<file path="src/rtl/xmix_pkg.sv">
package xmix_pkg;
  localparam int NUM_GAINS  = 4;
  localparam int CFG_ADDR_W = 3;

  // Slot order is decoded by the mixer lanes; keep it.
  typedef enum logic [CFG_ADDR_W-1:0] {
    SLOT_LL   = 3'd0,
    SLOT_LR   = 3'd1,
    SLOT_RR   = 3'd2,
    SLOT_RL   = 3'd3,
    SLOT_CTRL = 3'd4
  } cfg_slot_e;

  localparam int CTRL_MUTE_BIT  = 0;
  localparam int CTRL_APPLY_BIT = 5;
endpackage

</file>
<file path="src/rtl/xmix_cfg_decode.sv">
module xmix_cfg_decode
  import xmix_pkg::*;
#(
  parameter int DATA_W = 8
) (
  input  logic                  cfg_we,
  input  logic [CFG_ADDR_W-1:0] cfg_idx,
  input  logic [DATA_W-1:0]     cfg_wdata,
  output logic [NUM_GAINS-1:0]  gain_we,
  output logic [DATA_W-1:0]     gain_data,
  output logic                  ctrl_we,
  output logic                  apply_pulse,
  output logic                  mute_next
);
  for (genvar g = 0; g < NUM_GAINS; g++) begin : g_sel
    assign gain_we[g] = cfg_we && (cfg_idx == CFG_ADDR_W'(g));
  end

  always_comb begin
    ctrl_we     = cfg_we && (cfg_idx == SLOT_CTRL);
    apply_pulse = ctrl_we && cfg_wdata[CTRL_APPLY_BIT];
    mute_next   = cfg_wdata[CTRL_MUTE_BIT];
    gain_data   = cfg_wdata;
  end
endmodule

</file>
<file path="src/rtl/xmix_gain_bank.sv">
module xmix_gain_bank
  import xmix_pkg::*;
#(
  parameter int DATA_W = 8,
  parameter int FRAC_W = 7
) (
  input  logic                               clk,
  input  logic                               rst_n,
  input  logic [NUM_GAINS-1:0]               gain_we,
  input  logic [DATA_W-1:0]                  gain_data,
  input  logic                               apply_pulse,
  output logic [NUM_GAINS-1:0][DATA_W-1:0]   pend_gains,
  output logic [NUM_GAINS-1:0][DATA_W-1:0]   act_gains
);
  localparam logic [DATA_W-1:0] UNITY = DATA_W'(1 << FRAC_W);

  for (genvar g = 0; g < NUM_GAINS; g++) begin : g_slot
    localparam bit STRAIGHT = (g == int'(SLOT_LL)) || (g == int'(SLOT_RR));
    localparam logic [DATA_W-1:0] RST_V = STRAIGHT ? UNITY : '0;
    logic [DATA_W-1:0] pend_r;
    logic [DATA_W-1:0] act_r;

    always_ff @(posedge clk or negedge rst_n) begin
      if (!rst_n) begin
        pend_r <= RST_V;
        act_r  <= RST_V;
      end else begin
        if (gain_we[g]) pend_r <= gain_data;
        if (apply_pulse) act_r <= pend_r;
      end
    end

    assign pend_gains[g] = pend_r;
    assign act_gains[g]  = act_r;
  end
endmodule

</file>
<file path="src/rtl/xmix_mix_lane.sv">
module xmix_mix_lane #(
  parameter int SAMPLE_W = 16,
  parameter int GAIN_W   = 8,
  parameter int FRAC_W   = 7
) (
  input  logic                       clk,
  input  logic                       rst_n,
  input  logic                       take,
  input  logic                       mute,
  input  logic signed [SAMPLE_W-1:0] own_s,
  input  logic [GAIN_W-1:0]          own_g,
  input  logic signed [SAMPLE_W-1:0] cross_s,
  input  logic [GAIN_W-1:0]          cross_g,
  output logic signed [SAMPLE_W-1:0] y
);
  localparam int PROD_W = SAMPLE_W + GAIN_W + 1;
  localparam int SUM_W  = PROD_W + 1;
  localparam longint MAX_I = (longint'(1) <<< (SAMPLE_W - 1)) - 1;
  localparam longint MIN_I = -(longint'(1) <<< (SAMPLE_W - 1));

  function automatic logic signed [PROD_W-1:0] scale_term(
      input logic signed [SAMPLE_W-1:0] s, input logic [GAIN_W-1:0] g);
    logic signed [PROD_W-1:0] se;
    logic signed [PROD_W-1:0] ge;
    se = PROD_W'(s);
    ge = $signed(PROD_W'({1'b0, g}));
    return se * ge;
  endfunction

  function automatic logic signed [SUM_W-1:0] shift_sum(
      input logic signed [PROD_W-1:0] t0, input logic signed [PROD_W-1:0] t1);
    logic signed [SUM_W-1:0] acc;
    acc = SUM_W'(t0) + SUM_W'(t1);
    return acc >>> FRAC_W;
  endfunction

  function automatic logic signed [SAMPLE_W-1:0] clip(input logic signed [SUM_W-1:0] v);
    if (v > SUM_W'(MAX_I)) return SAMPLE_W'(MAX_I);
    if (v < SUM_W'(MIN_I)) return SAMPLE_W'(MIN_I);
    return v[SAMPLE_W-1:0];
  endfunction

  logic signed [SAMPLE_W-1:0] mixed;
  assign mixed = clip(shift_sum(scale_term(own_s, own_g), scale_term(cross_s, cross_g)));

  always_ff @(posedge clk or negedge rst_n) begin
    if (!rst_n)    y <= '0;
    else if (take) y <= mute ? '0 : mixed;
  end
endmodule

</file>
<file path="src/rtl/xmix_atten.sv">
module xmix_atten
  import xmix_pkg::*;
#(
  parameter int SAMPLE_W = 16,
  parameter int GAIN_W   = 8,
  parameter int FRAC_W   = 7
) (
  input  logic                       clk,
  input  logic                       rst_n,
  input  logic                       cfg_we,
  input  logic [CFG_ADDR_W-1:0]      cfg_idx,
  input  logic [GAIN_W-1:0]          cfg_wdata,
  input  logic                       in_valid,
  input  logic signed [SAMPLE_W-1:0] in_left,
  input  logic signed [SAMPLE_W-1:0] in_right,
  output logic                       out_valid,
  output logic signed [SAMPLE_W-1:0] out_left,
  output logic signed [SAMPLE_W-1:0] out_right
);
  logic [NUM_GAINS-1:0]             gain_we;
  logic [GAIN_W-1:0]                gain_data;
  logic                             ctrl_we;
  logic                             apply_evt;
  logic                             mute_next;
  logic                             mute_q;
  logic                             sample_evt;
  logic [NUM_GAINS-1:0][GAIN_W-1:0] pend_gains;
  logic [NUM_GAINS-1:0][GAIN_W-1:0] act_gains;

  assign sample_evt = in_valid;

  xmix_cfg_decode #(.DATA_W(GAIN_W)) dec_i (
    .cfg_we      (cfg_we),
    .cfg_idx     (cfg_idx),
    .cfg_wdata   (cfg_wdata),
    .gain_we     (gain_we),
    .gain_data   (gain_data),
    .ctrl_we     (ctrl_we),
    .apply_pulse (apply_evt),
    .mute_next   (mute_next)
  );

  xmix_gain_bank #(.DATA_W(GAIN_W), .FRAC_W(FRAC_W)) bank_i (
    .clk         (clk),
    .rst_n       (rst_n),
    .gain_we     (gain_we),
    .gain_data   (gain_data),
    .apply_pulse (apply_evt),
    .pend_gains  (pend_gains),
    .act_gains   (act_gains)
  );

  always_ff @(posedge clk or negedge rst_n) begin
    if (!rst_n)       mute_q <= 1'b0;
    else if (ctrl_we) mute_q <= mute_next;
  end

  always_ff @(posedge clk or negedge rst_n) begin
    if (!rst_n) out_valid <= 1'b0;
    else        out_valid <= sample_evt;
  end

  xmix_mix_lane #(.SAMPLE_W(SAMPLE_W), .GAIN_W(GAIN_W), .FRAC_W(FRAC_W)) lane_l_i (
    .clk     (clk),
    .rst_n   (rst_n),
    .take    (sample_evt),
    .mute    (mute_q),
    .own_s   (in_left),
    .own_g   (act_gains[SLOT_LL]),
    .cross_s (in_right),
    .cross_g (act_gains[SLOT_RL]),
    .y       (out_left)
  );

  xmix_mix_lane #(.SAMPLE_W(SAMPLE_W), .GAIN_W(GAIN_W), .FRAC_W(FRAC_W)) lane_r_i (
    .clk     (clk),
    .rst_n   (rst_n),
    .take    (sample_evt),
    .mute    (mute_q),
    .own_s   (in_right),
    .own_g   (act_gains[SLOT_RR]),
    .cross_s (in_left),
    .cross_g (act_gains[SLOT_LR]),
    .y       (out_right)
  );
endmodule

</file>
<file path="config.mk">
export PLATFORM = sky130hd
export DESIGN_NAME = xmix_atten
export DESIGN_NICKNAME = d
export VERILOG_FILES = /design/src/rtl/xmix_pkg.sv /design/src/rtl/xmix_cfg_decode.sv /design/src/rtl/xmix_gain_bank.sv /design/src/rtl/xmix_mix_lane.sv /design/src/rtl/xmix_atten.sv
export SDC_FILE = /design/constraint.sdc
export NUM_CORES = 1
export LEC_CHECK = 0
export BUFFER_PORTS_ARGS = -buffer_cell sky130_fd_sc_hd__buf_4
export CORE_UTILIZATION = 55
export CTS_BUF_LIST = sky130_fd_sc_hd__clkbuf_4
export DETAILED_ROUTE_END_ITERATION = 12
export PLACE_DENSITY = 0.73
export SLEW_MARGIN = 20
export SYNTH_ARGS = -nofsm -noshare
export SYNTH_HDL_FRONTEND = slang
export SYNTH_SLANG_ARGS = --single-unit
export TNS_END_PERCENT = 5
</file>
<file path="constraint.sdc">
create_clock -name clk -period 8.24 [get_ports clk]
set_input_delay 0.824 -clock clk [delete_from_list [all_inputs] [get_ports clk]]
set_output_delay 0.824 -clock clk [all_outputs]
set_load 0.05 [all_outputs]
</file>
# ---- After elaboration in Yosys (flattened, before gate mapping)
# Cells that the tools add are included.
dict set report word_totals {
  wordCells 49
  inputBits 47
  reg_bits 98
  out_inout_bits 33
}
dict set report classes {
  add_sub_neg 2
  magnitude_cmp 4
  n_eq_ne 4
  mul 4
  mux 16
  n_reduce_logical 7
}
# op count
set ops {}
lappend ops {{16-bit 2-to-1 mux} 10}
lappend ops {{16-bit by 9-bit multiplier with 25-bit output} 4}
lappend ops {{25-bit by 25-bit adder with 26-bit output} 2}
lappend ops {{19-bit by 16-bit > comparator with 1-bit output, second input constant} 2}
lappend ops {{19-bit by 16-bit < comparator with 1-bit output, second input constant} 2}
lappend ops {{3-bit by 2-bit == test with 1-bit output, second input constant} 2}
lappend ops {{1-bit logical AND} 6}
lappend ops {{1-bit 2-to-1 mux} 6}
lappend ops {{3-bit by 1-bit == test with 1-bit output, second input constant} 1}
lappend ops {{3-bit == test, second input constant} 1}
lappend ops {{3-bit logical NOT} 1}

# ---- Depth between registers and ports, before layout
# Gate-level depths: netlist of run 1.
dict set report logic_depth {
  depth_word 8
  mapped_depth 25
  depth_no_buf 23
}

# ---- By module
# Synthesis of run 1 repeated with hierarchy kept, for this count alone.
dict set report hier_totals {
  hier_cells 2384
  hier_area_um2 23123.4
}
# module cells_each n_inst seq_area_each_um2 area_per_inst_um2
set by_module_without_submodules {}
lappend by_module_without_submodules {{xmix_mix_lane at lane_r_i} 1124 1 400.4 10252.3}
lappend by_module_without_submodules {{xmix_mix_lane at lane_l_i} 1105 1 400.4 10136.0}
lappend by_module_without_submodules {xmix_gain_bank 136 1 1606.5 2531.2}
lappend by_module_without_submodules {xmix_cfg_decode 16 1 0.0 138.9}
lappend by_module_without_submodules {xmix_atten 3 1 50.0 65.1}

# ---- Least setup slack after synthesis of run 1
# No wires, ideal clock.
dict set report synth_timing {
  path_type {input-to-reg}
  from {input in_left[15]}
  to {register lane_r_i.y[1]}
  arrival_ns 6.663
  required_ns 8.094
  cell_stages 22
  setup_ns 0.146
  n_path_buf 2
  slack_ns 1.430
  path_cell_list {clkbuf_1 > nand2_1 > fa_1 > inv_1 > fa_1 > fa_1 > fa_1 > fa_1 > inv_1 > fa_1 > inv_1 > ha_1 > a21o_1 > a21o_1 > a21o_1 > a221o_1 > a41oi_1 > xnor2_1 > or4_1 > nand3_1 > buf_4 > o221ai_1}
}
dict set report synth_between {
  elab_chain_len 8
  word_cells_on_any_way 11
  cone_classes {add/sub: 1; mul: 1; order compare: 2; mux: 7}
}
# element line
set synth_rtl {}
lappend synth_rtl {{from (decl)} xmix_atten.sv:14} ;# input logic signed [SAMPLE_W-1:0] in_left,
lappend synth_rtl {{16-bit by 9-bit multiplier with 25-bit output *} xmix_mix_lane.sv:27} ;# return se * ge;
lappend synth_rtl {{25-bit by 25-bit adder with 26-bit output *} xmix_mix_lane.sv:33} ;# acc = SUM_W'(t0) + SUM_W'(t1);
lappend synth_rtl {{19-bit by 16-bit < comparator with 1-bit output} xmix_mix_lane.sv:39} ;# if (v < SUM_W'(MIN_I)) return SAMPLE_W'(MIN_I);
lappend synth_rtl {{1-bit 2-to-1 mux (2 in series)} xmix_mix_lane.sv:39}
lappend synth_rtl {{16-bit 2-to-1 mux} xmix_mix_lane.sv:40} ;# return v[SAMPLE_W-1:0];
lappend synth_rtl {{16-bit 2-to-1 mux *} xmix_mix_lane.sv:39}
lappend synth_rtl {{16-bit 2-to-1 mux *} xmix_mix_lane.sv:48} ;# else if (take) y <= mute ? '0 : mixed;
lappend synth_rtl {{to (signal assigned)} xmix_mix_lane.sv:48}
lappend synth_rtl {{to (decl)} xmix_mix_lane.sv:14} ;# output logic signed [SAMPLE_W-1:0] y
# Every way passes the cells marked *; elsewhere a longest branch is shown, timed or not. The select of a mux whose other input is x is not followed.
# A chain may end at the register's enable or synchronous reset.

# ---- Worst setup path in the final report of run 1
dict set report layout_timing {
  from {register bank_i.g_slot[3].act_r[0]}
  to {register lane_l_i.y[8]}
}
dict set report layout_between {
  elab_chain_len 8
  word_cells_on_any_way 11
  cone_classes {add/sub: 1; mul: 1; order compare: 2; mux: 7}
}
# element line
set layout_rtl {}
lappend layout_rtl {{from (decl)} xmix_gain_bank.sv:21} ;# logic [DATA_W-1:0] act_r;
lappend layout_rtl {{from (signal assigned)} xmix_gain_bank.sv:29} ;# if (apply_pulse) act_r <= pend_r;
lappend layout_rtl {{16-bit by 9-bit multiplier with 25-bit output *} xmix_mix_lane.sv:27}
lappend layout_rtl {{25-bit by 25-bit adder with 26-bit output *} xmix_mix_lane.sv:33}
lappend layout_rtl {{19-bit by 16-bit < comparator with 1-bit output} xmix_mix_lane.sv:39}
lappend layout_rtl {{1-bit 2-to-1 mux (2 in series)} xmix_mix_lane.sv:39}
lappend layout_rtl {{16-bit 2-to-1 mux} xmix_mix_lane.sv:40}
lappend layout_rtl {{16-bit 2-to-1 mux *} xmix_mix_lane.sv:39}
lappend layout_rtl {{16-bit 2-to-1 mux *} xmix_mix_lane.sv:48}
lappend layout_rtl {{to (signal assigned)} xmix_mix_lane.sv:48}
lappend layout_rtl {{to (decl)} xmix_mix_lane.sv:14}
# Marks and branches as above.

==> summary.txt, run 1 <==
Number of antenna violations at the first check in global routing: 1
# DRC: 0
Worst-path fanout max: 17
Num ports: 80
Post-CTS Hold Buffers: 0
Post-route minimum period: 7330 ps
Slew HR: 28.1%
Share of cells above drive strength 1: 7.88%
First-pass GRT wire length: 82000 um
Synth cell types: 50
CTS root buf: clkbuf_4
Detail Route Antenna Nets: 0
# setup viols final: 0
Cts repair resizes: 0
CTS tree: done
Clock Skews: 31.0 ps
Ranking of synthesized cells by area: fa_1, inv_1, dfrtp_1
Area post-placement: 0.0232 mm^2
Starting Density: 55.9%
Slew @ Worst Pin: 1080 ps
Setup TNS: 0 ps
Initial DRT Pass Iterations: 5
Standard cell core area: 0.0398 mm^2
Crit share post-route: 88.9%
Synth area leader: fa_1
DP Wirelength: 39000 um
Routed vias: 15265
Top_reg_cell synth: dfrtp_1
Worst setup SP type: flop
Synthesized netlist cell count: 2329
Yosys warns: 0
Synth top cells by count: inv_1, fa_1, nand2_1, and2_1, ha_1
Die Height: 203 um
DRT Wirelength: 47000 um
Max Fclk: 136 MHz
Area Growth Syn to Fin: 4.69%
Clock Latency Late Sink: 520 ps
Max Slew Vio Count: 0
Post-synth EDFFs: 0
H-tree Lvls: 3
Hold Vio Cnt, Final: 0
Seq/Total Area, Yosys: 11.0%
Clk slew on worst S/H paths: 170 ps
Tot GR Track Use: 25.0%
# port buffers: 79
TritonCTS Buffers: 9
Synth Register Bits: 98
Setup crit end kind: flop
RSZ-0062 raised after global routing: no
Nets: 3048
Mapped cell area: 0.0223 mm^2
Largest net degree at the start of global routing: 76
Setup Buffers After CTS: 0
Total nets after synthesis: 3046
Maximum clock path buffer count: 2
Ys async rst share: 100%
Routed WL per cell: 16.4 um
Most common cell in the netlist: inv_1
Avg Inst Size Synth: 9.55 um^2
Vias in the first global route: 16938
Worst hold path type: input pin to asynchronous set/reset pin
Run status: finished clean
Die ar.: 0.0413 mm^2
Max_cap viols: 0
Die width: 203 um
Layout Cell Area excl Fill: 0.0233 mm^2
Drt initial violations: 866
Arrival time worst endpoint: 7770 ps
CP required: 8680 ps
# rows: 73
Vias/cell: 5.33
CP Class: flop to flop
TritonCTS Sinks: 98
Synth top area share: 44.6%
GPL Wtd Cong: 0.850
Grt ovf: 0
## routing by layer
layer | routed length (um) | share of wire [%] | vias to the layer above | track usage (%)
li1 | - | - | 6784 | -
met1 | 19300 | 41 | 7989 | 32.9
met2 | 24300 | 52 | 435 | 44.3
met3 | 2340 | 5.0 | 57 | 2.48
met4 | 1010 | 2.1 | 0 | 6.55
met5 | 0 | 0 | - | 0
## flip-flops by register name, summed over array words and instances (netlist names)
signal,count
bank_i.g_slot.act_r,32
lane_r_i.y,16
mute_q,1
bank_i.g_slot.pend_r,32
lane_l_i.y,16
out_valid,1
## layout make-up
type / instances / area (um^2)
antenna: 1 / 2.50
clock buffer: 10 / 75.1
clock inverter: 6 / 52.6
fill: 3457 / 16500
inverter: 642 / 2410
multi-input combinational: 1497 / 17000
sequential: 98 / 2460
tap: 525 / 657
timing repair buffer: 83 / 623
## placed cells by master (no fill, tap or decap), types with 3 or more instances in the layout
master      instances
xor2_1             16
a221o_2             7
o221ai_1            4
nand3_1             5
dfstp_2             4
mux2_2             65
a211oi_2            4
buf_4              83
ha_1              174
nand4_1             8
nand2b_1            7
a21o_1             16
inv_1             642
dfrtp_1            94
o21bai_1            5
a21oi_1            30
o311ai_1            6
and2_1            189
o21ai_0            13
xnor2_1            34
nor2b_1             3
a31oi_1             3
nand2_1           348
o211ai_1            4
fa_1              496
o311ai_0            6
and3_1              6
clkinvlp_4          4
clkbuf_4           10
a221o_1             9
nor2_1             13
## kinds of logic after synthesis
| group | count (synthesis) | synth area share [%] |
|---|---|---|
| adders and majority gates | 670 | 54.4 |
| DFF | 98 | 11.0 |
| muxes | 66 | 3.33 |
| buffers and inverters | 734 | 12.5 |
| xor gates and xnor gates | 50 | 1.97 |
| and+or+nand+nor | 585 | 12.5 |
| AOI/OAI and AO/OA | 126 | 4.29 |
## worst max-delay path, stage by stage (launching register included)
cell and delay (ps):
dfrtp_1 860, nand2_1 180, fa_1 560, inv_1 50, fa_1 490, fa_1 570, fa_1 450, fa_1 500
inv_1 50, fa_1 470, inv_1 40, ha_1 310, a21oi_1 360, o211ai_1 170, a211oi_2 320, a211oi_2 140
o211ai_2 340, a21o_1 170, nand3_1 100, a211oi_2 880, a221o_2 230
## metrics by stage
step                      std cells  utilization (%)  setup WS [ps]  hold slack [ps]
final                          2862             58.5            912              194
after global placement         2845             58.2            903              481
after global routing           2862             58.5            419              199
after CTS                      2861             58.5            951              178
after floorplan                2329                -           1430              475
after detailed placement       2845             58.2            793              492
## worst paths after layout
kind                                            startpoint                   endpoint  slack [ps]  depth (start not counted)
worst max-delay path             bank_i.g_slot[3].act_r[0]              lane_l_i.y[8]         910                         20
worst min-delay path                                 rst_n              lane_l_i.y[0]         190                          1
worst max register to register   bank_i.g_slot[3].act_r[0]              lane_l_i.y[8]         910                         20
worst min register to register  bank_i.g_slot[3].pend_r[6]  bank_i.g_slot[3].act_r[6]         520                          1
max in group asynchronous                            rst_n             lane_r_i.y[11]        6760                          2
min in group clk                                  in_valid                  out_valid         490                          1
Power of run 1 is not shown: default switching activity piles up to over one toggle a cycle in this logic, so the estimate is an artifact.
==> run 2, diff against run 1 <==
- ABC_CLOCK_PERIOD_IN_PS: not set -> 8240
- PLACE_DENSITY: 0.73 -> 0.69
- RECOVER_POWER: not set -> 50
==> run 2 against run 1 <==
  * Worst hold slack improved by 320 ps
  * Critical path type unchanged
  * Largest cell class unchanged
  * Setup slack got worse by 9.1 ps
  * Core utilization barely moved
  * Non-clock buffer count is 1 higher
  * Register-to-register slack is essentially flat
  * Die area stayed put
  * The run now ends with capacitance limit, slew limit left
  * Wire length rose by 0.54%
  * Sequential share of layout area about the same
  * First-iteration DRC count decreased by 2.9%
  * Flip-flop and latch count unchanged
  * Count of clock-buffer cells in the layout down 1
==> summary.txt, run 2 (synthesis results as in run 1) <==
Post-CTS Hold Buffers: 0
Worst hold path type: flop to flop
TritonCTS Sinks: 98
Post-route minimum period: 7340 ps
Detail Route Antenna Nets: 0
Routed met2 length: 24300 um
Hold depth: 1
H-tree Lvls: 3
Max Slew Vio Count: 131
Crit share post-route: 89.0%
Maximum clock path buffer count: 2
Starting Density: 55.9%
Worst Path Buf+Inv: 3
Reg2Reg Depth: 20
Drt initial violations: 841
TritonCTS Buffers: 9
Die ar.: 0.0413 mm^2
Die Height: 203 um
DP Wirelength: 39000 um
Routed WL per cell: 16.5 um
Finished Core Util: 58.5%
Top Registers: bank_i.g_slot.act_r x32, bank_i.g_slot.pend_r x32
CP Class: flop to flop
Commonest non-fill, non-tap cell in the layout: inv_1
Arrival time worst endpoint: 7810 ps
Slew @ Worst Pin: 2950 ps
CP required: 8710 ps
Routed vias: 15228
Worst Hold End: bank_i.g_slot[1].act_r[6]
Placement Setup Slack: 741 ps
Vias/cell: 5.32
Initial DRT Pass Iterations: 5
Max Fclk: 136 MHz
Largest net degree at the start of global routing: 53
# port buffers: 79
Standard cell core area: 0.0398 mm^2
Final worst slack: 903 ps
Cts repair resizes: 0
First-pass GRT wire length: 82600 um
WHS: 509 ps
CP dominant cell by count: fa_1
# setup viols final: 0
R2R setup slack: 900 ps
GPL Wtd Cong: 0.843
Setup TNS: 0 ps
RSZ-0062 raised after global routing: no
Clock Latency Late Sink: 530 ps
Num ports: 80
Metal-1 WL: 19600 um
Reg-to-Reg Start: bank_i.g_slot[3].act_r[0]
CTS root buf: clkbuf_4
Clock Skews: 19.2 ps
Setup Buffers After CTS: 0
# DRC: 0
Slew HR: -96.4%
Run status: complete, but fails checks
Area Growth Syn to Fin: 4.64%
Worst-path fanout max: 17
Max_cap viols: 3
Vias in the first global route: 17217
Failing checks: capacitance limit, slew limit
Crit path from: bank_i.g_slot[3].act_r[0]
Top layer in use: met4
Nets: 3049
Crit path max-delay family: adder cells
Tot GR Track Use: 25.3%
CP Cell Sequence: nand2_1 > fa_1 > inv_1 > fa_1 > fa_1 > fa_1 > fa_1 > inv_1 > fa_1 > inv_1 > ha_1 > a21oi_1 > o21ai_0 > a211oi_2 > a211oi_2 > o211ai_2 > a211oi_1 > a211oi_2 > a211oi_2 > a221o_2
Critical path's largest stage delay: 860 ps
Number of antenna violations at the first check in global routing: 1
FF-to-FF End: lane_l_i.y[7]
Clk slew on worst S/H paths: 180 ps
Setup crit end kind: flop
DR WL met3: 2030 um
Commonest non-fill, non-tap cells in the layout: inv_1, fa_1, nand2_1
# rows: 73
Critical Path Slowest Stage Cell: dfrtp_1
DRT Wirelength: 47300 um
Die width: 203 um
Grt ovf: 0
Hold Startpoint: bank_i.g_slot[1].pend_r[6]
Share of cells above drive strength 1: 7.57%
Hold Vio Cnt, Final: 0
CTS tree: done
Worst setup SP type: flop
==> run 2: cell count changes in the layout (fill, tap and decap cells not counted), sizes merged <==
cell	delta
clkinvlp	-4
buf	-5
diode	+1
inv	-1
clkbuf	+5
clkinv	+6
==> run 2: cell type report <==
| class | count | area [um^2] |
|---|---|---|
| antenna | 2 | 5.00 |
| clock buffer | 9 | 67.6 |
| clock inverter | 7 | 61.3 |
| fill | 3500 | 16500 |
| inverter | 642 | 2410 |
| multi-input combinational | 1497 | 17000 |
| sequential | 98 | 2460 |
| tap | 525 | 657 |
| timing repair buffer | 84 | 608 |
==> run 2: routing by layer <==
layer	track usage [%]	vias up
li1	-	6780
met1	33.0	7986
met2	44.5	396
met3	2.32	66
met4	7.89	0
met5	0	-
==> run 2: worst max path at each step <==
stage / to / slack, ps / cells past startpoint
2_1_floorplan: lane_r_i.y[1] / 1430 / 22
3_3_place_gp: lane_l_i.y[7] / 870 / 21
3_5_place_dp: lane_l_i.y[12] / 740 / 21
4_1_cts: lane_l_i.y[11] / 900 / 20
5_1_grt: lane_l_i.y[11] / 460 / 20
6_report: lane_l_i.y[7] / 900 / 20
==> run 2: worst reg2reg max path, delay by kind of cell (launching register included) <==
family	cells	cell delay [ps]
fa+ha+maj	7	3430
flops	1	860
buf+inv	3	150
compound gates	9	2680
simple gates	1	190
==> run 2: per-stage QoR <==
step | std cells | instance area (um^2)
2_1_floorplan | 2329 | 22300
3_3_place_gp | 2846 | 23200
3_5_place_dp | 2846 | 23200
4_1_cts | 2862 | 23300
5_1_grt | 2864 | 23300
6_report | 2864 | 23300
Power of run 2 is left out for the same reason.
==> run 3, diff against run 2 <==
- CORE_MARGIN: not set -> 3
- SYNTH_HIERARCHICAL: not set -> 1
==> run 3 against run 2 <==
  * The run still ends with capacitance limit, slew limit left
  * Die area rose by 7.9%
  * Flip-flop and latch count did not move
  * First-iteration DRC count rose by 18%
  * Worst hold slack got worse by 110 ps
  * Non-clock buffer count fell by 4
  * Fmax rose by 3.3%
  * Core utilization rose by 0.14 points
==> summary.txt, run 3 <==
Setup Buffers After CTS: 0
Vias/cell: 5.41
Clock Latency Late Sink: 550 ps
Termination of the worst setup path: lane_r_i/y[12]
CTS root buf: clkbuf_4
Die Height: 211 um
Routed vias: 15970
Commonest non-fill, non-tap cells in the layout: inv_1, fa_1, nand2_1
Top Registers: bank_i/g_slot.act_r x32, bank_i/g_slot.pend_r x32
Crit path max-delay family: adder cells
Tot GR Track Use: 24.4%
Hold Vio Cnt, Final: 0
Synth area leader: fa_1
Slew HR: -197%
Ys async rst share: 100%
Crit path from: bank_i/g_slot[2].act_r[3]
Avg Inst Size Synth: 9.70 um^2
TritonCTS Sinks: 98
Initial DRT Pass Iterations: 5
Total nets after synthesis: 3101
Num ports: 80
DRT Wirelength: 50900 um
RSZ-0062 raised after global routing: no
Ranking of synthesized cells by area: fa_1, inv_1, dfrtp_1
Seq/Total Area, Yosys: 10.6%
Crit share post-route: 86.2%
First-pass GRT wire length: 86700 um
Max Fclk: 141 MHz
FF-to-FF End: lane_r_i/y[12]
Slew @ Worst Pin: 4460 ps
CTS tree: done
Worst Path Buf+Inv: 3
Post-synth EDFFs: 0
Final Non-Filler Cells: 2950
CP Class: flop to flop
Drt initial violations: 996
Standard cell core area: 0.0412 mm^2
Setup TNS: 0 ps
Starting Density: 56.1%
Routed WL per cell: 17.3 um
Share of cells above drive strength 1: 8.81%
Most common cell in the netlist: inv_1
Run status: complete, but fails checks
Arrival time worst endpoint: 7560 ps
Maximum clock path buffer count: 2
Reg-to-Reg Start: bank_i/g_slot[2].act_r[3]
CP dominant cell by count: fa_1
Post-route minimum period: 7100 ps
Die width: 211 um
Synth top area share: 42.9%
Vias in the first global route: 17427
CP Cell Sequence: nand2_1 > fa_1 > fa_1 > fa_1 > inv_1 > fa_1 > fa_1 > inv_1 > fa_1 > inv_1 > ha_1 > a21oi_1 > o21ai_0 > a211oi_1 > a21oi_1 > a211oi_2 > xor2_2 > a311oi_4 > a311o_1
Critical path's largest stage delay: 940 ps
Largest net degree at the start of global routing: 82
Mapped cell area: 0.0231 mm^2
Nets: 3129
# setup viols final: 0
H-tree Lvls: 3
Setup crit end kind: flop
Synth cell types: 87
Clock Skews: 37.3 ps
# rows: 74
Grt ovf: 0
Detail Route Antenna Nets: 0
Max_cap viols: 1
Synth Register Bits: 98
TritonCTS Buffers: 9
Synth top cells by count: inv_1, fa_1, nand2_1, and2_1, ha_1
Inst Count DP: 2933
Max Slew Vio Count: 82
Post-CTS Hold Buffers: 0
Yosys warns: 6
Worst-path fanout max: 17
Die ar.: 0.0445 mm^2
Number of antenna violations at the first check in global routing: 1
Reg2Reg Depth: 19
Cts repair resizes: 0
CP required: 8700 ps
Critical Path Slowest Stage Cell: dfrtp_1
Area Growth Syn to Fin: 4.43%
Synthesized netlist cell count: 2384
# DRC: 0
R2R setup slack: 1140 ps
Worst setup SP type: flop
DP Wirelength: 41000 um
Worst hold path type: input pin to asynchronous set/reset pin
Commonest non-fill, non-tap cell in the layout: inv_1
WP depth: 19
# port buffers: 79
Clk slew on worst S/H paths: 180 ps
Top_reg_cell synth: dfrtp_1
Failing checks: capacitance limit, slew limit
GPL Wtd Cong: 0.931
run 3: cells by family (layout without fill, tap and decap cells):
group / Yosys count / after routing / share of synthesized area [%]
DFF: 98 / 98 / 10.6
muxes: 65 / 65 / 3.67
xor gates and xnor gates: 53 / 53 / 2.26
other: 0 / 1 / 0
and+or+nand+nor: 626 / 626 / 13.1
adders and majority gates: 670 / 670 / 52.4
AOI/OAI and AO/OA: 171 / 171 / 5.96
buffers and inverters: 701 / 734 / 12.0
run 3: area by class of cell:
type	count	area, um^2
Antenna cell	1	2.50
Clock buffer	9	67.6
Clock inverter	7	81.3
Fill cell	3609	17100
Inverter	638	2390
Multi-Input combinational cell	1585	17900
Sequential cell	98	2460
Tap cell	532	666
Timing Repair Buffer	80	586
run 3: per-layer routing:
layer,up-vias,wire [um],global-route usage (%)
met1,8295,22100,34.4
met4,0,1280,6.58
met5,-,0,0
li1,7123,-,-
met2,485,24900,40.9
met3,67,2680,2.32
run 3: worst min-delay path by stage:
stage	depth (start not counted)	slack, ps	endpoint
floorplan	1	470	bank_i/g_slot[3].pend_r[7]
global placement	1	480	lane_l_i/y[15]
detailed placement	1	490	lane_l_i/y[15]
CTS	1	90	lane_r_i/y[0]
global route	1	440	lane_r_i/y[0]
finish	1	400	lane_r_i/y[0]
run 3: stage by stage:
step           worst slack, ps  util [%]  hold WS (ps)  cell area, um^2
4_1_cts                   1210      58.6          87.9            24200
6_report                  1140      58.6           396            24100
3_3_place_gp              1220      58.3           478            24000
3_5_place_dp              1130      58.3           490            24000
5_1_grt                    796      58.6           435            24100
2_1_floorplan             1730         -           475            23100
Power of run 3 is left out for the same reason.
